===== src/rtl/tmr_pkg.sv =====
package tmr_pkg;
  localparam int ADDR_W = 4;
  localparam int NCH    = 2;
  localparam int CTL_W  = 11;

  typedef enum logic [ADDR_W-1:0] {
    ADR_CTL_A = 4'd0, ADR_CTL_B = 4'd1,
    ADR_RUN_A = 4'd2, ADR_RUN_B = 4'd3,
    ADR_REL_A = 4'd4, ADR_REL_B = 4'd5,
    ADR_CNT_A = 4'd6, ADR_CNT_B = 4'd7,
    ADR_IEN   = 4'd8, ADR_STAT  = 4'd9
  } reg_addr_e;

  // configuration bits 10:1 (bit 0 is the running flag on read)
  typedef struct packed {
    logic       csrc;     // counter mode: 1 = internal strobe
    logic       text;     // timer mode: 1 = external level gate
    logic       sync;     // two-flop input synchroniser
    logic [1:0] edge_sel; // 00 none, 01 rise, 10 fall, 11 both
    logic       inv;      // invert external input
    logic       cas;      // join A and B (channel A only)
    logic       once;     // stop after one expiry
    logic       cnt;      // 1 = counter mode
    logic       up;       // 1 = count up
  } ctl_t;
endpackage


===== src/rtl/tmr_evt.sv =====
module tmr_evt (
  input  logic       clk,
  input  logic       rst_n,
  input  logic       ext_i,
  input  logic       tick_i,
  input  logic       sync_i,
  input  logic       inv_i,
  input  logic [1:0] edge_i,
  input  logic       cnt_i,
  input  logic       text_i,
  input  logic       csrc_i,
  output logic       evt_o
);
  logic [1:0] sync_q, sync_d;
  logic       prev_q, lvl, edge_hit;

  always_comb begin
    sync_d = {sync_q[0], ext_i};
    lvl    = (sync_i ? sync_q[1] : ext_i) ^ inv_i;
    unique case (edge_i)
      2'b01:   edge_hit = lvl & ~prev_q;
      2'b10:   edge_hit = ~lvl & prev_q;
      2'b11:   edge_hit = lvl ^ prev_q;
      default: edge_hit = 1'b0;
    endcase
    evt_o = cnt_i ? (csrc_i ? tick_i : edge_hit) : (text_i ? lvl : tick_i);
  end

  always_ff @(posedge clk or negedge rst_n) begin
    if (!rst_n) begin
      sync_q <= '0;
      prev_q <= 1'b0;
    end else begin
      sync_q <= sync_d;
      prev_q <= lvl;
    end
  end


  sync_pipe_chk: assert property (@(posedge clk) disable iff (!rst_n)
    1'b1 |=> sync_q[1] == $past(sync_q[0]));
endmodule


===== src/rtl/tmr_engine.sv =====
module tmr_engine #(
  parameter int CW = 16
) (
  input  logic            clk,
  input  logic            rst_n,
  input  logic            cas_i,
  input  logic [1:0]      up_i,
  input  logic [1:0]      once_i,
  input  logic [1:0]      evt_i,
  input  logic [1:0]      start_i,
  input  logic [1:0]      stop_i,
  input  logic [1:0]      load_i,
  input  logic [2*CW-1:0] rel_i,
  output logic [2*CW-1:0] cnt_o,
  output logic [1:0]      run_o,
  output logic [1:0]      exp_o
);
  localparam int DW = 2 * CW;

  logic [DW-1:0] cnt_q, cnt_d, a_cur, a_lim, a_rel, a_nxt;
  logic [CW-1:0] b_cur, b_nxt;
  logic [1:0]    run_q, run_d;
  logic          a_end, b_end;

  always_comb begin
    cnt_d = cnt_q;
    run_d = run_q;
    exp_o = '0;
    a_lim = cas_i ? {DW{1'b1}} : {{CW{1'b0}}, {CW{1'b1}}};
    a_cur = cas_i ? cnt_q : {{CW{1'b0}}, cnt_q[CW-1:0]};
    a_rel = cas_i ? rel_i : {{CW{1'b0}}, rel_i[CW-1:0]};
    a_end = up_i[0] ? (a_cur == a_lim) : (a_cur == '0);
    a_nxt = a_end ? (once_i[0] ? '0 : a_rel)
                  : (up_i[0] ? a_cur + 1'b1 : a_cur - 1'b1);
    b_cur = cnt_q[DW-1:CW];
    b_end = up_i[1] ? (&b_cur) : (b_cur == '0);
    b_nxt = b_end ? (once_i[1] ? '0 : rel_i[DW-1:CW])
                  : (up_i[1] ? b_cur + 1'b1 : b_cur - 1'b1);

    if (stop_i[0]) begin
      run_d[0] = 1'b0;
    end else if (start_i[0]) begin
      run_d[0] = 1'b1;
      if (load_i[0]) cnt_d = cas_i ? rel_i : {cnt_q[DW-1:CW], rel_i[CW-1:0]};
    end else if (run_q[0] && evt_i[0]) begin
      exp_o[0] = a_end;
      cnt_d    = cas_i ? a_nxt : {cnt_q[DW-1:CW], a_nxt[CW-1:0]};
      if (a_end && once_i[0]) run_d[0] = 1'b0;
    end

    if (!cas_i) begin
      if (stop_i[1]) begin
        run_d[1] = 1'b0;
      end else if (start_i[1]) begin
        run_d[1] = 1'b1;
        if (load_i[1]) cnt_d[DW-1:CW] = rel_i[DW-1:CW];
      end else if (run_q[1] && evt_i[1]) begin
        exp_o[1]       = b_end;
        cnt_d[DW-1:CW] = b_nxt;
        if (b_end && once_i[1]) run_d[1] = 1'b0;
      end
    end
  end

  always_ff @(posedge clk or negedge rst_n) begin
    if (!rst_n) begin
      cnt_q <= '0;
      run_q <= '0;
    end else begin
      cnt_q <= cnt_d;
      run_q <= run_d;
    end
  end

  assign cnt_o = cnt_q;
  assign run_o = run_q;


  stop_halts_chk: assert property (@(posedge clk) disable iff (!rst_n)
    stop_i[0] |=> !run_q[0]);

  run_rise_chk: assert property (@(posedge clk) disable iff (!rst_n)
    $rose(run_q[0]) |-> $past(start_i[0]));

  down_step_chk: assert property (@(posedge clk) disable iff (!rst_n)
    (run_q[0] && evt_i[0] && !start_i[0] && !stop_i[0] && !up_i[0] && !cas_i
     && cnt_q[CW-1:0] != '0) |=> cnt_q[CW-1:0] == $past(cnt_q[CW-1:0]) - 1'b1);
endmodule


===== src/rtl/tmr_irq.sv =====
module tmr_irq #(
  parameter int NCH = 2
) (
  input  logic           clk,
  input  logic           rst_n,
  input  logic [NCH-1:0] set_i,
  input  logic           clr_we_i,
  input  logic           ien_we_i,
  input  logic [NCH-1:0] wdata_i,
  output logic [NCH-1:0] stat_o,
  output logic [NCH-1:0] ien_o,
  output logic [NCH-1:0] irq_o
);
  logic [NCH-1:0] stat_q, stat_d, ien_q;

  always_comb begin
    stat_d = (stat_q & ~(clr_we_i ? wdata_i : '0)) | set_i;
  end

  always_ff @(posedge clk or negedge rst_n) begin
    if (!rst_n) begin
      stat_q <= '0;
      ien_q  <= '0;
    end else begin
      stat_q <= stat_d;
      if (ien_we_i) ien_q <= wdata_i;
    end
  end

  assign stat_o = stat_q;
  assign ien_o  = ien_q;
  assign irq_o  = stat_q & ien_q;


  set_wins_chk: assert property (@(posedge clk) disable iff (!rst_n)
    (set_i != '0) |=> ((stat_q & $past(set_i)) == $past(set_i)));

  w1c_chk: assert property (@(posedge clk) disable iff (!rst_n)
    clr_we_i |=> ((stat_q & $past(wdata_i & ~set_i)) == '0));
endmodule


===== src/rtl/tmr_pair_top.sv =====
module tmr_pair_top
  import tmr_pkg::*;
#(
  parameter int CW = 16
) (
  input  logic              clk,
  input  logic              rst_n,
  input  logic              tick_i,
  input  logic [1:0]        ext_i,
  input  logic              wr_en_i,
  input  logic [ADDR_W-1:0] wr_addr_i,
  input  logic [2*CW-1:0]   wr_data_i,
  input  logic [ADDR_W-1:0] rd_addr_i,
  output logic [2*CW-1:0]   rd_data_o,
  output logic [1:0]        irq_o
);
  localparam int DW = 2 * CW;

  logic [1:0]     rst_ff;
  logic           rst_int;
  ctl_t           ctl_q [NCH];
  ctl_t           ctl_d [NCH];
  logic [NCH-1:0] ctl_we, run_we, evt, run_w, exp_w, stat_w, ien_w, up_w, once_w;
  logic [NCH-1:0] start_w, stop_w, load_w;
  logic [DW-1:0]  rel_q, cnt_w;
  logic [CW-1:0]  rel_hi_d;
  logic           rel_lo_we, rel_hi_we, cas, ctl_b_raw;

  // reset: asserted asynchronously, released on the clock
  always_ff @(posedge clk or negedge rst_n) begin
    if (!rst_n) rst_ff <= '0;
    else        rst_ff <= {rst_ff[0], 1'b1};
  end
  assign rst_int = rst_ff[1];

  assign cas = ctl_q[0].cas;

  always_comb begin
    ctl_b_raw = wr_en_i && (wr_addr_i == ADR_CTL_B);
    ctl_we[0] = wr_en_i && (wr_addr_i == ADR_CTL_A);
    ctl_we[1] = ctl_b_raw && !cas;
    run_we[0] = wr_en_i && (wr_addr_i == ADR_RUN_A);
    run_we[1] = wr_en_i && (wr_addr_i == ADR_RUN_B) && !cas;
    ctl_d[0]  = ctl_t'(wr_data_i[CTL_W-1:1]);
    ctl_d[1]  = ctl_t'(wr_data_i[CTL_W-1:1]);
    ctl_d[1].cas = 1'b0;
    rel_lo_we = wr_en_i && (wr_addr_i == ADR_REL_A);
    rel_hi_we = (rel_lo_we && cas) || (wr_en_i && (wr_addr_i == ADR_REL_B));
    rel_hi_d  = rel_lo_we ? wr_data_i[DW-1:CW] : wr_data_i[CW-1:0];
  end

  always_ff @(posedge clk or negedge rst_int) begin
    if (!rst_int) begin
      rel_q <= '0;
    end else begin
      if (rel_lo_we) rel_q[CW-1:0]  <= wr_data_i[CW-1:0];
      if (rel_hi_we) rel_q[DW-1:CW] <= rel_hi_d;
    end
  end

  for (genvar g = 0; g < NCH; g++) begin : g_ch
    always_ff @(posedge clk or negedge rst_int) begin
      if (!rst_int)       ctl_q[g] <= '0;
      else if (ctl_we[g]) ctl_q[g] <= ctl_d[g];
    end

    assign start_w[g] = run_we[g] & wr_data_i[0];
    assign stop_w[g]  = run_we[g] & wr_data_i[1];
    assign load_w[g]  = run_we[g] & wr_data_i[2];
    assign up_w[g]    = ctl_q[g].up;
    assign once_w[g]  = ctl_q[g].once;

    tmr_evt u_evt (
      .clk    (clk),
      .rst_n  (rst_int),
      .ext_i  (ext_i[g]),
      .tick_i (tick_i),
      .sync_i (ctl_q[g].sync),
      .inv_i  (ctl_q[g].inv),
      .edge_i (ctl_q[g].edge_sel),
      .cnt_i  (ctl_q[g].cnt),
      .text_i (ctl_q[g].text),
      .csrc_i (ctl_q[g].csrc),
      .evt_o  (evt[g])
    );
  end

  tmr_engine #(.CW(CW)) u_eng (
    .clk     (clk),
    .rst_n   (rst_int),
    .cas_i   (cas),
    .up_i    (up_w),
    .once_i  (once_w),
    .evt_i   (evt),
    .start_i (start_w),
    .stop_i  (stop_w),
    .load_i  (load_w),
    .rel_i   (rel_q),
    .cnt_o   (cnt_w),
    .run_o   (run_w),
    .exp_o   (exp_w)
  );

  tmr_irq #(.NCH(NCH)) u_irq (
    .clk      (clk),
    .rst_n    (rst_int),
    .set_i    (exp_w),
    .clr_we_i (wr_en_i && (wr_addr_i == ADR_STAT)),
    .ien_we_i (wr_en_i && (wr_addr_i == ADR_IEN)),
    .wdata_i  (wr_data_i[NCH-1:0]),
    .stat_o   (stat_w),
    .ien_o    (ien_w),
    .irq_o    (irq_o)
  );

  always_comb begin
    rd_data_o = '0;
    case (rd_addr_i)
      ADR_CTL_A: rd_data_o[CTL_W-1:0] = {ctl_q[0], run_w[0]};
      ADR_CTL_B: rd_data_o[CTL_W-1:0] = {ctl_q[1], run_w[1]};
      ADR_REL_A: rd_data_o = cas ? rel_q : {{CW{1'b0}}, rel_q[CW-1:0]};
      ADR_REL_B: rd_data_o[CW-1:0] = rel_q[DW-1:CW];
      ADR_CNT_A: rd_data_o = cas ? cnt_w : {{CW{1'b0}}, cnt_w[CW-1:0]};
      ADR_CNT_B: rd_data_o[CW-1:0] = cnt_w[DW-1:CW];
      ADR_IEN:   rd_data_o[NCH-1:0] = ien_w;
      ADR_STAT:  rd_data_o[NCH-1:0] = stat_w;
      default:   rd_data_o = '0;
    endcase
  end


  cas_ctl_b_chk: assert property (@(posedge clk) disable iff (!rst_int)
    (cas && ctl_b_raw) |=> $stable(ctl_q[1]));
endmodule


===== config.mk =====
export PLATFORM = sky130hd
export DESIGN_NAME = tmr_pair_top
export DESIGN_NICKNAME = d
export VERILOG_FILES = /design/src/rtl/tmr_pkg.sv /design/src/rtl/tmr_evt.sv /design/src/rtl/tmr_engine.sv /design/src/rtl/tmr_irq.sv /design/src/rtl/tmr_pair_top.sv
export SDC_FILE = /design/constraint.sdc
export NUM_CORES = 1
export LEC_CHECK = 0
export BUFFER_PORTS_ARGS = -buffer_cell sky130_fd_sc_hd__buf_2
export CAP_MARGIN = 15
export CORE_AREA = 2 2 138 140
export CTS_CLUSTER_DIAMETER = 150
export DETAILED_ROUTE_END_ITERATION = 7
export DIE_AREA = 0 0 140 142
export PLACE_DENSITY_LB_ADDON = 0.08
export SLEW_MARGIN = 5
export SYNTH_ARGS = -nofsm -noshare
export SYNTH_HDL_FRONTEND = slang
export SYNTH_SLANG_ARGS = --single-unit

===== constraint.sdc =====
create_clock -name clk -period 3.62 [get_ports clk]
set_input_delay 0.181 -clock clk [delete_from_list [all_inputs] [get_ports clk]]
set_output_delay 0.181 -clock clk [all_outputs]
set_load 0.1 [all_outputs]

; ---- Word level (Yosys, flattened, before mapping)
; Cells that the tools add are included.
[op_classes]
addsub = 4
reduce_logical = 30
n_bitwise = 24
mux = 53
eq_ne = 22
[ops]
columns = op, count
row1 = two-way mux 32 bit, 12
row2 = two-way mux 16 bit, 9
row3 = case mux 9 bit (6 select lines), 1
row4 = adder 32 x 1 -> 32 bit (second input constant), 1
row5 = equality test 32 bit, 1
row6 = logical NOT 32 bit, 1
row7 = case mux 16 bit (2 select lines), 1
row8 = subtractor 32 x 1 -> 32 bit (second input constant), 1
row9 = two-way mux 1 bit, 25
row10 = equality test 4 x 3 -> 1 bit (second input constant), 6
row11 = case mux 5 bit (4 select lines), 1
row12 = adder 16 x 1 -> 16 bit (second input constant), 1
row13 = equality test 4 bit (second input constant), 4
row14 = logical NOT 16 bit, 1
row15 = case mux 2 bit (8 select lines), 1
row16 = AND reduction 16 bit, 1
row17 = subtractor 16 x 1 -> 16 bit (second input constant), 1
row18 = logical AND 1 bit, 15
row19 = nonzero test 3 bit, 4
row20 = bitwise AND 1 bit, 10
row21 = equality test 2 bit (second input constant), 4
row22 = equality test 4 x 1 -> 1 bit (second input constant), 2
row23 = equality test 4 x 2 -> 1 bit (second input constant), 2
row24 = logical NOT 4 bit, 2
row25 = 14 further kinds, 26
[totals]
reg_bits = 97
output_inout_bits = 34
inputBits = 46
wordCells = 163

; ---- Depth between registers and ports, before layout
[depth]
depth_word = 15
mapped_depth = 15

; ---- Hierarchy
; Synthesis repeated with hierarchy kept, for this count alone.
[unflattened]
cells_unflattened = 1077
area_unflattened_um2 = 9107.5
[by_module_without_submodules]
columns = module, cells_each, area_each_um2, seq_area_each_um2, instances
row1 = tmr_engine, 745, 5385.2, 850.8, 1
row2 = tmr_pair_top, 286, 3201.8, 1326.3, 1
row3 = tmr_evt, 17, 177.7, 75.1, 2
row4 = tmr_irq, 12, 165.2, 100.1, 1

; ---- Worst setup path before layout
; Ideal clock, no wire load.
[synth_timing]
path_kind = in2out
startpoint = in rd_addr_i[1]
endpoint = out rd_data_o[11]
n_path_buf = 2
setup_slack_ns = 0.221
stages = 4
t_required_ns = 3.439
arrival_ns = 3.218
cell_sequence = clkbuf_1 buf_1 mux2i_1 a211oi_1
[synth_between]
elab_chain_cells = 2
elab_cells_between_ends = 5
[synth_rtl]
columns = item, line
row1 = from (decl), tmr_pair_top.sv:13  ; input logic [ADDR_W-1:0] rd_addr_i,
row2 = equality test 4 x 3 -> 1 bit, tmr_pair_top.sv:118  ; case (rd_addr_i)
row3 = case mux 5 bit (4 select lines) (*), tmr_pair_top.sv:118
row4 = to (decl), tmr_pair_top.sv:14  ; output logic [2*CW-1:0] rd_data_o,
; Mark *: on every way between the ends. The rest lies on a longest branch, timed or not.

; ---- Worst setup path in the final report
[layout_timing]
startpoint = in ext_i[1]
endpoint = reg u_eng.cnt_q[23], in the netlist u_eng.cnt_o[23]
[layout_between]
elab_chain_cells = 12
elab_cells_between_ends = 15
[layout_rtl]
columns = item, line
row1 = from (decl), tmr_pair_top.sv:9  ; input logic [1:0] ext_i,
row2 = two-way mux 1 bit (*), tmr_evt.sv:19  ; lvl = (sync_i ? sync_q[1] : ext_i) ^ inv_i;
row3 = XOR 1 bit (*), tmr_evt.sv:19
row4 = net g_ch[1].u_evt.lvl, tmr_evt.sv:15  ; logic prev_q, lvl, edge_hit;
row5 = inverter 1 bit, tmr_evt.sv:22  ; 2'b10: edge_hit = ~lvl & prev_q;
row6 = bitwise AND 1 bit, tmr_evt.sv:22
row7 = case mux 1 bit (3 select lines), tmr_evt.sv:20  ; unique case (edge_i)
row8 = two-way mux 1 bit, tmr_evt.sv:26  ; evt_o = cnt_i ? (csrc_i ? tick_i : edge_hit) : (text_i ? lvl : tick_i);
row9 = two-way mux 1 bit (*), tmr_evt.sv:26
row10 = logical AND 1 bit (*), tmr_engine.sv:57  ; end else if (run_q[1] && evt_i[1]) begin
row11 = two-way mux 16 bit (*), tmr_engine.sv:57
row12 = two-way mux 16 bit (*), tmr_engine.sv:54  ; end else if (start_i[1]) begin
row13 = two-way mux 16 bit (*), tmr_engine.sv:52  ; if (stop_i[1]) begin
row14 = two-way mux 16 bit (*), tmr_engine.sv:51  ; if (!cas_i) begin
row15 = net u_eng.cnt_d[23], tmr_engine.sv:20  ; logic [DW-1:0] cnt_q, cnt_d, a_cur, a_lim, a_rel, a_nxt;
row16 = to (signal assigned), tmr_engine.sv:70  ; cnt_q <= cnt_d;
row17 = to (decl), tmr_engine.sv:20
; Mark *: on every way through the listed nets, which the timed path passes. The rest lies on a longest branch.
; A chain may end at the register's enable or synchronous reset.

==> impl_metrics.env <==
export IMPL_portBuffers=79
export IMPL_crit_path_end_kind="flip-flop"
export IMPL_gp_congestion=1.00
export IMPL_critPathSlowestCell="dlygate4sd3_1"
export IMPL_outcome="finished, final reports clean"
export IMPL_p_per_area_nw_per_um2=810
export IMPL_area_delta_synth_final_pct=11.8
export IMPL_netlist_area_sq_um=8990
export IMPL_ios=80
export IMPL_die_w_microns=140
export IMPL_fin_tns_setup_ps=0
export IMPL_via_count=9180
export IMPL_grt_max_degree=58
export IMPL_clock_sinks=97
export IMPL_drv_cap=0
export IMPL_final_cells=1391
export IMPL_ys_warn_count=0
export IMPL_setup_violations_final=0
export IMPL_synthFlopType="dfrtp_1"
export IMPL_syn_nets=1182
export IMPL_viasPerCell=6.60
export IMPL_rrSetupSlack_ps=300
export IMPL_synth_seq_area_share=0.270
export IMPL_cts_buffer_depth=2
export IMPL_finalHoldViolations=0
export IMPL_synthDistinctLibCells=88
export IMPL_crit_chain="dlygate4sd3_1, buf_2, mux2i_1, xor2_1, inv_1, ha_1, nand2b_1, a31o_2, a221oi_1, buf_4, o21ai_0, o221a_2, a21oi_1, a211oi_1, a221o_1"
export IMPL_finalNetCount=1249
export IMPL_cp_max_fo=12
export IMPL_cp_top_family="compound AO/OA/AOI/OAI gates"
export IMPL_route_antenna_remaining_nets=0
export IMPL_relSlewSlack=0.319
export IMPL_hold_depth=3
export IMPL_worst_path_buf_inv=4
export IMPL_post_route_drc_count=0
export IMPL_diodes=0
export IMPL_dp_hpwl_microns=25100
export IMPL_grt_pass1_wl_microns=50700
export IMPL_grt_overflow=0
export IMPL_async_reset_ff_frac=1.00
export IMPL_synth_edf_count=0
export IMPL_synth_area_leaders="dfrtp_1 (27%), ha_1 (6.8%), mux2_2 (4.9%)"
export IMPL_worst_setup_path_start_kind="input pin"
export IMPL_cts_made_buffers=9
export IMPL_yosysTopAreaCellShare=0.270
export IMPL_layout_min_cycle_time_ps=3330
export IMPL_tightest_slew_ps=1020
export IMPL_rr_startpoint="ctl_q[17]$_DFFE_PN0P_"
export IMPL_track_usage=0.333
export IMPL_drtIter0Drc=849
export IMPL_hold_start="wr_data_i[26]"
export IMPL_start_util=0.487
export IMPL_avgSynthCellArea_sq_um=8.28
export IMPL_totalWireLength_microns=33300
export IMPL_fp_dieH_microns=142
export IMPL_cts_root_buf="clkbuf_16"
export IMPL_min_to="rel_q[26]$_DFFE_PN0P_"
export IMPL_cts_tree="built"
export IMPL_antenna_found_initial=0
export IMPL_die_area_sq_um=19900
export IMPL_drive_gt1_frac=0.182
export IMPL_grt_pass1_vias=8795
export IMPL_synth_seq_cells=97
export IMPL_ir_drop_v=0.000391
export IMPL_firstDrtPassIters=8
export IMPL_cp_required_ps=3870
export IMPL_r2r_end="u_eng.cnt_o[25]$_DFF_PN0_"
export IMPL_core_area_sq_um=18500
export IMPL_netlist_top_cell_by_area="dfrtp_1"
export IMPL_path_class="in -> reg"
export IMPL_rsz0062_at_grt="no"
export IMPL_finalMaxSlewViolations=0
export IMPL_rows=50
export IMPL_wl_per_cell_microns=24.0
export IMPL_cts_htree_levels=3
export IMPL_fin_crit_sh=0.920
export IMPL_max_stage_delay_ps=530
export IMPL_clock_skew_ps=19.7
export IMPL_worstHoldPathType="in -> reg"
export IMPL_p_leak_nw=4.40
export IMPL_post_place_cells=1370
export IMPL_synth_cells=1085
export IMPL_clk_latency_ps=370
export IMPL_max_freq_mhz=300
export IMPL_cts_reportedPaths_clkPinSlew_ps=90
export IMPL_cp_arrival_ps=3580
export IMPL_ff2ff_path_depth=12
==> registers in the layout, indices dropped and copies added (netlist names) <==
| name | count |
|---|---|
| rel_q | 32 |
| u_eng.cnt_o | 32 |
| ctl_q | 18 |
| g_ch.u_evt.sync_q | 4 |
| g_ch.u_evt.prev_q | 2 |
| rst_ff | 2 |
| u_eng.run_o | 2 |
| u_irq.ien_o | 2 |
| u_irq.stat_o | 2 |
| cas | 1 |
==> Yosys cell counts, types with 9 or more instances <==
cell type,count
a211oi_1,24
a21o_1,25
a21oi_1,76
a221oi_1,17
a22oi_1,11
a31oi_1,17
and2_1,22
buf_2,11
clkbuf_1,45
dfrtp_1,97
ha_1,49
inv_1,25
mux2_2,39
mux2i_1,37
nand2_1,115
nand2b_1,10
nand3_1,9
nand4_1,19
nor2_1,67
nor2b_1,15
nor3_1,12
nor3b_1,11
o211ai_1,14
o21ai_0,87
o21bai_1,10
o221ai_1,9
o22ai_1,25
xnor2_1,26
xor2_1,18
==> per-stage QoR <==
| stage | setup WS (ps) | area (sq um) | utilization | power (mW) | hold WS, ps |
|---|---|---|---|---|---|
| 2_1_floorplan | 221 | 8990 | - | 5.50 | -115 |
| 3_3_place_gp | 192 | 9700 | 0.526 | 6.99 | -33.2 |
| 3_5_place_dp | 211 | 9700 | 0.526 | 7.00 | -32.0 |
| 4_1_cts | 147 | 10000 | 0.543 | 8.04 | 111 |
| 5_1_grt | 23.1 | 10000 | 0.544 | 8.67 | 109 |
| 6_report | 288 | 10000 | 0.544 | 8.14 | 111 |
==> layer usage <==
layer  share of wire  track usage
met5               0            0
met4           0.044        0.150
met3           0.065       0.0454
met2            0.47        0.552
met1            0.42        0.437
==> where the power goes <==
group / switching, mW / internal, mW / leakage [nW]
Sequential: 0.614 / 1.41 / 1.21
Clock: 0.500 / 0.504 / 0.147
Combinational: 3.05 / 2.05 / 3.05
Total: 4.17 / 3.97 / 4.40
==> cell families (layout without fill, tap and decap cells) <==
logic type | count (synthesis) | in the layout | share of synthesized area
multiplexers | 77 | 77 | 0.0926
flip-flops | 97 | 97 | 0.270
other | 1 | 1 | 0.000417
XOR/XNOR | 44 | 44 | 0.0429
AO/OA/AOI/OAI | 393 | 393 | 0.296
buffers and inverters | 91 | 163 | 0.0418
adder cells (fa/ha/maj) | 51 | 51 | 0.0727
AND/OR/NAND/NOR | 331 | 331 | 0.184
==> placed cells by master, fill, tap and decap left out, types with 7 or more instances in the layout <==
master	Yosys	final
nand2_1	115	115
dfrtp_1	97	96
o21ai_0	87	87
buf_2	11	79
a21oi_1	76	76
nor2_1	67	67
ha_1	49	49
mux2_2	39	39
buf_4	1	39
mux2i_1	37	37
xnor2_1	26	26
a21o_1	25	25
o22ai_1	25	25
inv_1	25	24
a211oi_1	24	24
and2_1	22	22
nand4_1	19	19
xor2_1	18	18
a221oi_1	17	17
a31oi_1	17	17
nor2b_1	15	15
o211ai_1	14	14
nor3_1	12	12
nor3b_1	11	11
a22oi_1	11	11
nand2b_1	10	10
o21bai_1	10	10
nand3_1	9	9
o221ai_1	9	9
clkbuf_16	0	9
nor4_1	8	8
or2_2	8	8
or3_1	8	8
o21a_1	8	8
o21ai_1	8	8
nand3b_1	7	7
a221o_1	7	7
==> what timing repair did <==
action	4_1_cts	5_1_grt
endpoints found under the setup margin	0	3
endpoints found under the hold margin	4	0
hold buffers	3	0
setup buffers	0	2
gates resized for setup	0	1
==> cell type report <==
type                            count  area [sq um]
Fill cell                        1729          8410
Inverter                           25          97.6
Tap cell                          234           293
Clock buffer                       10           239
Sequential cell                    97          2430
Timing Repair Buffer              122           738
Clock inverter                      6          57.6
Multi-Input combinational cell    897          6190
==> worst max-delay path by stage <==
stage | startpoint | to | slack (ps) | cells after the start
finish | ext_i[1] | u_eng.cnt_o[23]$_DFF_PN0_ | 290 | 15
global route | ctl_q[0]$_DFFE_PN0P_ | u_eng.cnt_o[30]$_DFF_PN0_ | 20 | 11
CTS | ctl_q[0]$_DFFE_PN0P_ | u_eng.cnt_o[30]$_DFF_PN0_ | 150 | 11
detailed placement | ctl_q[0]$_DFFE_PN0P_ | u_eng.cnt_o[30]$_DFF_PN0_ | 210 | 11
global placement | ctl_q[0]$_DFFE_PN0P_ | u_eng.cnt_o[30]$_DFF_PN0_ | 190 | 11
floorplan | rd_addr_i[1] | rd_data_o[11] | 220 | 4
==> tightest hold or removal path, cell delays in order <==
cell and delay, ps:
buf_2 80, o22ai_1 50, o21ai_0 120
(Power assumes the default switching activity.)
